==> src/rtl/spm_pkg.sv <==
// Shared definitions for the serial-parallel multiplier.
// Assumes: nothing beyond IEEE 1800-2017.
package spm_pkg;

    // Selects the datapath form: rippled sums or registered sums between cells.
    typedef enum logic {
        SPM_PLAIN = 1'b0,
        SPM_PIPED = 1'b1
    } spm_form_e;

    // Cycles by which the first product bit lags the plain form.
    function automatic int spm_extra_delay(spm_form_e form, int n_bits);
        return (form == SPM_PIPED) ? (n_bits - 1) : 0;
    endfunction

    // Spacing in cycles between the serial-bit taps of adjacent cells.
    function automatic int spm_tap_step(spm_form_e form);
        return (form == SPM_PIPED) ? 2 : 1;
    endfunction

endpackage

==> src/rtl/spm_ctrl.sv <==
// Run sequencer: counts cycles from start, gates the serial operand to
// zero outside its M-bit window and flags cycles whose column is a product bit.
// Assumes: start is a single-cycle pulse; a new start aborts the running count.
module spm_ctrl #(
    parameter int M_BITS = 8,
    parameter int N_BITS = 6,
    parameter int DELAY  = 0
) (
    input  logic clk,
    input  logic rst_n,
    input  logic start,
    input  logic x_in,
    output logic x_bit,
    output logic col_ok
);
    localparam int LAST = DELAY + M_BITS + N_BITS;
    localparam int CW   = $clog2(LAST + 1) + 1;
    localparam logic [CW-1:0] ONE_C   = CW'(1);
    localparam logic [CW-1:0] XEND_C  = CW'(M_BITS);
    localparam logic [CW-1:0] COL0_C  = CW'(DELAY + 1);
    localparam logic [CW-1:0] LAST_C  = CW'(LAST);

    logic [CW-1:0] cnt;

    // Cycle counter: 1 in the first cycle after start, returns to 0 when done.
    always_ff @(posedge clk) begin
        if (!rst_n)                              cnt <= '0;
        else if (start)                          cnt <= ONE_C;
        else if (cnt == '0 || cnt == LAST_C)     cnt <= '0;
        else                                     cnt <= cnt + ONE_C;
    end

    // Serial operand window: only the M cycles after start pass x_in.
    always_comb x_bit = (cnt >= ONE_C && cnt <= XEND_C) ? x_in : 1'b0;

    // Product column window at the last cell.
    always_comb col_ok = (cnt >= COL0_C && cnt <= LAST_C);

endmodule

==> src/rtl/spm_xline.sv <==
// Delay line for the serial operand; tap k carries the input delayed k cycles.
// Assumes: DEPTH >= 1; clr empties the line synchronously.
module spm_xline #(
    parameter int DEPTH = 5
) (
    input  logic           clk,
    input  logic           rst_n,
    input  logic           clr,
    input  logic           d,
    output logic [DEPTH:0] taps
);
    logic [DEPTH:0] stage;

    // Tap 0 is the undelayed input.
    always_comb stage[0] = d;

    genvar k;
    generate
        for (k = 1; k <= DEPTH; k++) begin : g_stage
            // One-cycle delay per stage, cleared on reset or start.
            always_ff @(posedge clk) begin
                if (!rst_n || clr) stage[k] <= 1'b0;
                else               stage[k] <= stage[k-1];
            end
        end
    endgenerate

    always_comb taps = stage;

endmodule

==> src/rtl/spm_cell.sv <==
// One bit slice of the multiplier: AND of serial bit and operand bit,
// full adder with the incoming sum, and a carry held for the next column.
// Assumes: columns reach this cell in ascending order, one per cycle.
module spm_cell (
    input  logic clk,
    input  logic rst_n,
    input  logic clr,
    input  logic x_bit,
    input  logic y_bit,
    input  logic s_in,
    output logic s_out
);
    logic pp;
    logic carry_q;
    logic carry_d;

    // Partial-product bit and full-adder sum/carry.
    always_comb begin
        pp      = x_bit & y_bit;
        s_out   = pp ^ s_in ^ carry_q;
        carry_d = (pp & s_in) | (pp & carry_q) | (s_in & carry_q);
    end

    // Carry register feeding the next column of this slice.
    always_ff @(posedge clk) begin
        if (!rst_n || clr) carry_q <= 1'b0;
        else               carry_q <= carry_d;
    end


    carry_drain_chk: assert property (@(posedge clk) disable iff (!rst_n)
        (!(x_bit & y_bit) && !s_in && !clr) |=> !carry_q);

endmodule

==> src/rtl/spm_mult.sv <==
// Serial-parallel unsigned multiplier. The serial operand enters LSB first,
// the parallel operand is captured on start, and the product leaves LSB first.
// FORM picks rippled sums (N-1 adders per cycle) or registered sums (one adder).
// Assumes: N_BITS >= 2; start is a single-cycle pulse.
module spm_mult #(
    parameter int                M_BITS = 8,
    parameter int                N_BITS = 6,
    parameter spm_pkg::spm_form_e FORM  = spm_pkg::SPM_PLAIN
) (
    input  logic              clk,
    input  logic              rst_n,
    input  logic              start,
    input  logic [N_BITS-1:0] y_in,
    input  logic              x_in,
    output logic              z_out,
    output logic              z_valid
);
    localparam int DELAY = spm_pkg::spm_extra_delay(FORM, N_BITS);
    localparam int STEP  = spm_pkg::spm_tap_step(FORM);
    localparam int DEPTH = (N_BITS - 1) * STEP;
    localparam int VW    = $clog2(M_BITS + N_BITS + 1) + 1;
    localparam logic [VW-1:0] RUNLEN = VW'(M_BITS + N_BITS);

    logic [N_BITS-1:0] y_q;
    logic              x_bit;
    logic              col_ok;
    logic [DEPTH:0]    taps;
    logic [N_BITS-1:0] sum;
    logic [N_BITS-1:0] link;

    // Parallel operand register, loaded on start.
    always_ff @(posedge clk) begin
        if (!rst_n)     y_q <= '0;
        else if (start) y_q <= y_in;
    end

    spm_ctrl #(
        .M_BITS (M_BITS),
        .N_BITS (N_BITS),
        .DELAY  (DELAY)
    ) u_ctrl (
        .clk    (clk),
        .rst_n  (rst_n),
        .start  (start),
        .x_in   (x_in),
        .x_bit  (x_bit),
        .col_ok (col_ok)
    );

    spm_xline #(
        .DEPTH (DEPTH)
    ) u_xline (
        .clk   (clk),
        .rst_n (rst_n),
        .clr   (start),
        .d     (x_bit),
        .taps  (taps)
    );

    // First cell sees no incoming sum.
    always_comb link[0] = 1'b0;

    genvar i;
    generate
        for (i = 0; i < N_BITS; i++) begin : g_cell
            spm_cell u_cell (
                .clk   (clk),
                .rst_n (rst_n),
                .clr   (start),
                .x_bit (taps[i*STEP]),
                .y_bit (y_q[i]),
                .s_in  (link[i]),
                .s_out (sum[i])
            );
        end
        for (i = 0; i < N_BITS - 1; i++) begin : g_link
            if (FORM == spm_pkg::SPM_PIPED) begin : g_reg
                // Sum register between cells, cutting the adder path.
                always_ff @(posedge clk) begin
                    if (!rst_n || start) link[i+1] <= 1'b0;
                    else                 link[i+1] <= sum[i];
                end
            end else begin : g_wire
                always_comb link[i+1] = sum[i];
            end
        end
    endgenerate

    // Output register: product bit and its valid flag.
    always_ff @(posedge clk) begin
        if (!rst_n || start) begin
            z_out   <= 1'b0;
            z_valid <= 1'b0;
        end else begin
            z_out   <= col_ok & sum[N_BITS-1];
            z_valid <= col_ok;
        end
    end

    // Length of the current valid run, for the checks below.
    logic [VW-1:0] vrun;
    always_ff @(posedge clk) begin
        if (!rst_n || start) vrun <= '0;
        else if (z_valid)    vrun <= vrun + VW'(1);
        else                 vrun <= '0;
    end


    start_clear_chk: assert property (@(posedge clk) disable iff (!rst_n)
        start |=> !z_valid);


    quiet_out_chk: assert property (@(posedge clk) disable iff (!rst_n)
        !z_valid |-> !z_out);


    run_len_chk: assert property (@(posedge clk) disable iff (!rst_n)
        ($fell(z_valid) && !$past(start)) |-> (vrun == RUNLEN));


    run_cap_chk: assert property (@(posedge clk) disable iff (!rst_n)
        z_valid |-> (vrun < RUNLEN));

endmodule

==> config.mk <==
export PLATFORM = sky130hd
export DESIGN_NAME = spm_mult
export DESIGN_NICKNAME = d
export VERILOG_FILES = /design/src/rtl/spm_pkg.sv /design/src/rtl/spm_ctrl.sv /design/src/rtl/spm_xline.sv /design/src/rtl/spm_cell.sv /design/src/rtl/spm_mult.sv
export SDC_FILE = /design/constraint.sdc
export NUM_CORES = 1
export LEC_CHECK = 0
export BUFFER_PORTS_ARGS = -buffer_cell sky130_fd_sc_hd__buf_2
export CAP_MARGIN = 20
export CORE_ASPECT_RATIO = 0.7
export CORE_MARGIN = 8
export CORE_UTILIZATION = 55
export CTS_BUF_LIST = sky130_fd_sc_hd__clkbuf_16
export DETAILED_ROUTE_END_ITERATION = 12
export PLACE_DENSITY = 0.73
export SLEW_MARGIN = 40
export SYNTH_ARGS = -nofsm -noshare
export SYNTH_HDL_FRONTEND = slang
export SYNTH_SLANG_ARGS = --single-unit
==> constraint.sdc <==
create_clock -name clk -period 4.61 [get_ports clk]
set_input_delay 0.2305 -clock clk [delete_from_list [all_inputs] [get_ports clk]]
set_output_delay 0.2305 -clock clk [all_outputs]
set_load 0.01 [all_outputs]
==> out/metrics.json <==
{
  "run_status": "finished, final reports clean",
  "wl_per_cell_um": 13.9,
  "share_clk_of_total_power_pct": 50.1,
  "die_h_um": 52.4,
  "cts_htree_levels": 1,
  "net-switching-power_mw": 0.0867,
  "synth.yosys.warnings": 0,
  "worst-slew-pin-transition_ns": 0.646,
  "layout-drive-gt1-share_pct": 17.0,
  "post_drt_via_cell_ratio": 5.08,
  "clock_tree_from_tritoncts": "yes",
  "area_growth_pct": 16.1,
  "post_layout_nonfiller_instances": 128,
  "hold_path_startpoint": "x_in",
  "number_of_global_route_vias_before_repair": 704,
  "cts.clk_slew.worst_paths_ns": 0.06,
  "final_core_util_pct": 66.3,
  "syn-instance-count": 94,
  "timing_worst_setup_path_type": "flop to flop",
  "setup_violations": 0,
  "cts_sinks": 24,
  "synth.net_count": 114,
  "die-area_sq_um": 3560,
  "finalClockSkew_ns": 0.00350,
  "fillCellCount": 153,
  "worst_hold_slack_ns": 0.228,
  "cts.root.buffer_cell": "sky130_fd_sc_hd__clkbuf_16",
  "antenna_violating_nets_post_route": 0,
  "critPathArrivalTime_ns": 4.37,
  "p_sw_share_pct": 17.9,
  "cp_data_required_time_ns": 4.76,
  "post_synth_instance_area_sq_um": 1040,
  "final_common_cell": "sky130_fd_sc_hd__dfxtp_1",
  "antenna_violations_before_repair": 0,
  "reg2reg_to": "z_out",
  "crit_path_cell_trace": "or4_1 > o21bai_2 > nor2_1 > ha_1 > fa_1 > fa_1 > fa_1 > fa_1 > fa_1 > nor4b_1",
  "floorplan.die.width_um": 68,
  "fin_crit_share_pct": 91.7,
  "drcViolationCount": 0,
  "share_seq_of_total_power_pct": 44.4,
  "crit_path_end_kind": "flop",
  "cts.path.max_buffers": 2,
  "synthesized_area_divided_by_synthesized_cell_count_sq_um": 11.1,
  "rsz_0062_raised_after_global_routing": "no",
  "io-pin-count": 12,
  "cts_setup_buffers": 0,
  "grt_start_max_net_pins": 15,
  "initial_standard_cell_utilization_of_the_core_pct": 57.1,
  "placed_cells": 124,
  "multiInputGateArea_sq_um": 529,
  "critical-path-max-stage-delay_ns": 0.54,
  "std_cell_rows": 13,
  "fin_crit_ns": 4.23,
  "setup_total_negative_slack_ns": 0,
  "globalplace.congestion": 0.870,
  "cts_hold_buffers": 0,
  "seq_area_frac_synth_pct": 46.2,
  "critical-path-slowest-cell": "sky130_fd_sc_hd__or4_1",
  "core-area_sq_um": 1820,
  "cts_made_buffers": 3,
  "hold_class": "primary input to flop",
  "area.sequential_sq_um": 480,
  "worst_skew_pair.late_latency_ns": 0.26,
  "max_cap_violations": 0,
  "share_comb_of_total_power_pct": 5.5,
  "register_bit_total_from_synthesis": 24,
  "place.port_buffers": 11,
  "dr_total_vias": 650,
  "critical_path_peak_fanout": 6,
  "grt_util_all_layers_pct": 11.9,
  "irDropWorstVdd_mv": 0.333,
  "yosysUniqueCellTypes": 25,
  "report.final.hold_viol_count": 0,
  "timing.max_slew.rel_slack_pct": 56.8,
  "finalNetCount": 127,
  "postRouteWirelength_um": 1780,
  "globalRouteOverflowTotal": 0,
  "min_delay_worst_endpoint": "u_xline.taps[1]",
  "insertedDiodeCount": 0,
  "worstHoldPathCells": 3,
  "power_per_cell_area_nw_per_um2": 401,
  "drt_iter0_markers": 10,
  "detailed_router_iteration_count_before_antenna_repair": 3,
  "cpMostUsedCell": "sky130_fd_sc_hd__fa_1",
  "cts_resized": 0,
  "critical_path.startpoint_type": "flop",
  "max_freq_mhz": 237,
  "reg2regPathDepth": 10,
  "grt_pass1_wl_um": 3170,
  "intPower_mw": 0.398,
  "drv_slew": 0,
  "power_mw": 0.484,
  "r2r_start": "u_ctrl.cnt[0]",
  "detailedPlacementHpwl_um": 1360,
  "setup_slack_on_the_worst_flop_to_flop_path_ns": 0.38,
  "leakage_power_figure_nw": 0.545,
  "layout.cells.most_common_list": "sky130_fd_sc_hd__dfxtp_1 (24), sky130_fd_sc_hd__and2_1 (15), sky130_fd_sc_hd__buf_2 (11)"
}
## metal layers
metal | vias up | track usage, % | part of all wire (%)
met1 | 305 | 14.6 | 46
met5 | - | 0 | 0
met2 | 13 | 18.2 | 46
met3 | 2 | 5.98 | 7.2
li1 | 330 | - | -
met4 | 0 | 3.05 | 0.62
## metrics by stage
stage          cell area (sq um)  setup slack [ns]
2_1_floorplan               1040             0.658
3_3_place_gp                1100             0.568
3_5_place_dp                1100             0.406
4_1_cts                     1210             0.381
5_1_grt                     1210             0.202
6_report                    1210             0.383
## state kept, by name (all words and copies together) (netlist names)
| register | flops |
|---|---|
| y_q | 6 |
| u_ctrl.cnt | 5 |
| z_valid | 1 |
| g_cell.u_cell.carry_q | 6 |
| u_xline.taps | 5 |
| z_out | 1 |
## cell usage after synthesis
cell type / n / area (sq um)
sky130_fd_sc_hd__buf_2: 1 / 5.00
sky130_fd_sc_hd__xor2_1: 2 / 17.5
sky130_fd_sc_hd__buf_6: 1 / 11.3
sky130_fd_sc_hd__nor2b_1: 8 / 50.1
sky130_fd_sc_hd__o31ai_1: 1 / 7.51
sky130_fd_sc_hd__or4_1: 1 / 7.51
sky130_fd_sc_hd__nor4b_1: 1 / 8.76
sky130_fd_sc_hd__a31oi_1: 1 / 6.26
sky130_fd_sc_hd__or4b_4: 1 / 13.8
sky130_fd_sc_hd__clkbuf_1: 1 / 3.75
sky130_fd_sc_hd__nand2_1: 2 / 7.51
sky130_fd_sc_hd__fa_1: 5 / 100
sky130_fd_sc_hd__nand3_1: 3 / 15.0
sky130_fd_sc_hd__and2_1: 15 / 93.8
sky130_fd_sc_hd__mux2i_1: 6 / 60.1
sky130_fd_sc_hd__inv_1: 3 / 11.3
sky130_fd_sc_hd__nand3_2: 1 / 10.0
sky130_fd_sc_hd__nor3_1: 3 / 15.0
sky130_fd_sc_hd__nand2b_1: 1 / 6.26
sky130_fd_sc_hd__ha_1: 5 / 62.6
sky130_fd_sc_hd__dfxtp_1: 24 / 480
sky130_fd_sc_hd__nor2_1: 5 / 18.8
sky130_fd_sc_hd__o21bai_2: 1 / 11.3
sky130_fd_sc_hd__nand4b_1: 1 / 8.76
sky130_fd_sc_hd__xnor2_1: 1 / 8.76
## how the worst max path moves through the flow
stage / from / slack [ns] / to
after floorplan: u_ctrl.cnt[0] / 0.66 / z_out
after global placement: u_ctrl.cnt[0] / 0.57 / z_out
after detailed placement: u_ctrl.cnt[0] / 0.41 / z_out
after CTS: u_ctrl.cnt[0] / 0.38 / z_out
after global routing: u_ctrl.cnt[0] / 0.20 / z_out
final: u_ctrl.cnt[0] / 0.38 / z_out
## area by class of cell
| class | count | share of cell area, % |
|---|---|---|
| tap | 22 | 2.28 |
| clock buffer | 3 | 6.21 |
| timing repair buffer | 11 | 4.55 |
| multi-input combinational | 64 | 43.8 |
| clock inverter | 1 | 2.48 |
| sequential | 24 | 39.8 |
| inverter | 3 | 0.932 |
## power by group through the flow
stage | Clock [mW] | Combinational [mW] | Sequential (mW)
2_1_floorplan | 0 | 0.0177 | 0.219
3_3_place_gp | 0 | 0.0257 | 0.220
3_5_place_dp | 0 | 0.0266 | 0.220
4_1_cts | 0.245 | 0.0268 | 0.215
5_1_grt | 0.256 | 0.0299 | 0.216
6_report | 0.243 | 0.0265 | 0.215
## logic make-up after synthesis
logic type               count (synthesis)  share of synthesized area (%)
multiplexers                             6                           5.77
AND/OR/NAND/NOR                         42                           24.5
XOR/XNOR                                 3                           2.52
flip-flops                              24                           46.2
buffers and inverters                    6                           3.00
adder cells (fa/ha/maj)                 10                           15.6
AO/OA/AOI/OAI                            3                           2.40
## critical path, delay by kind of cell, from the launching register on
kind                       cells  cell delay, ns
adders and majority gates      6            2.68
and+or+nand+nor                3            0.87
DFF                            1            0.35
AOI/OAI and AO/OA              1            0.22
(Power assumes the default switching activity.)
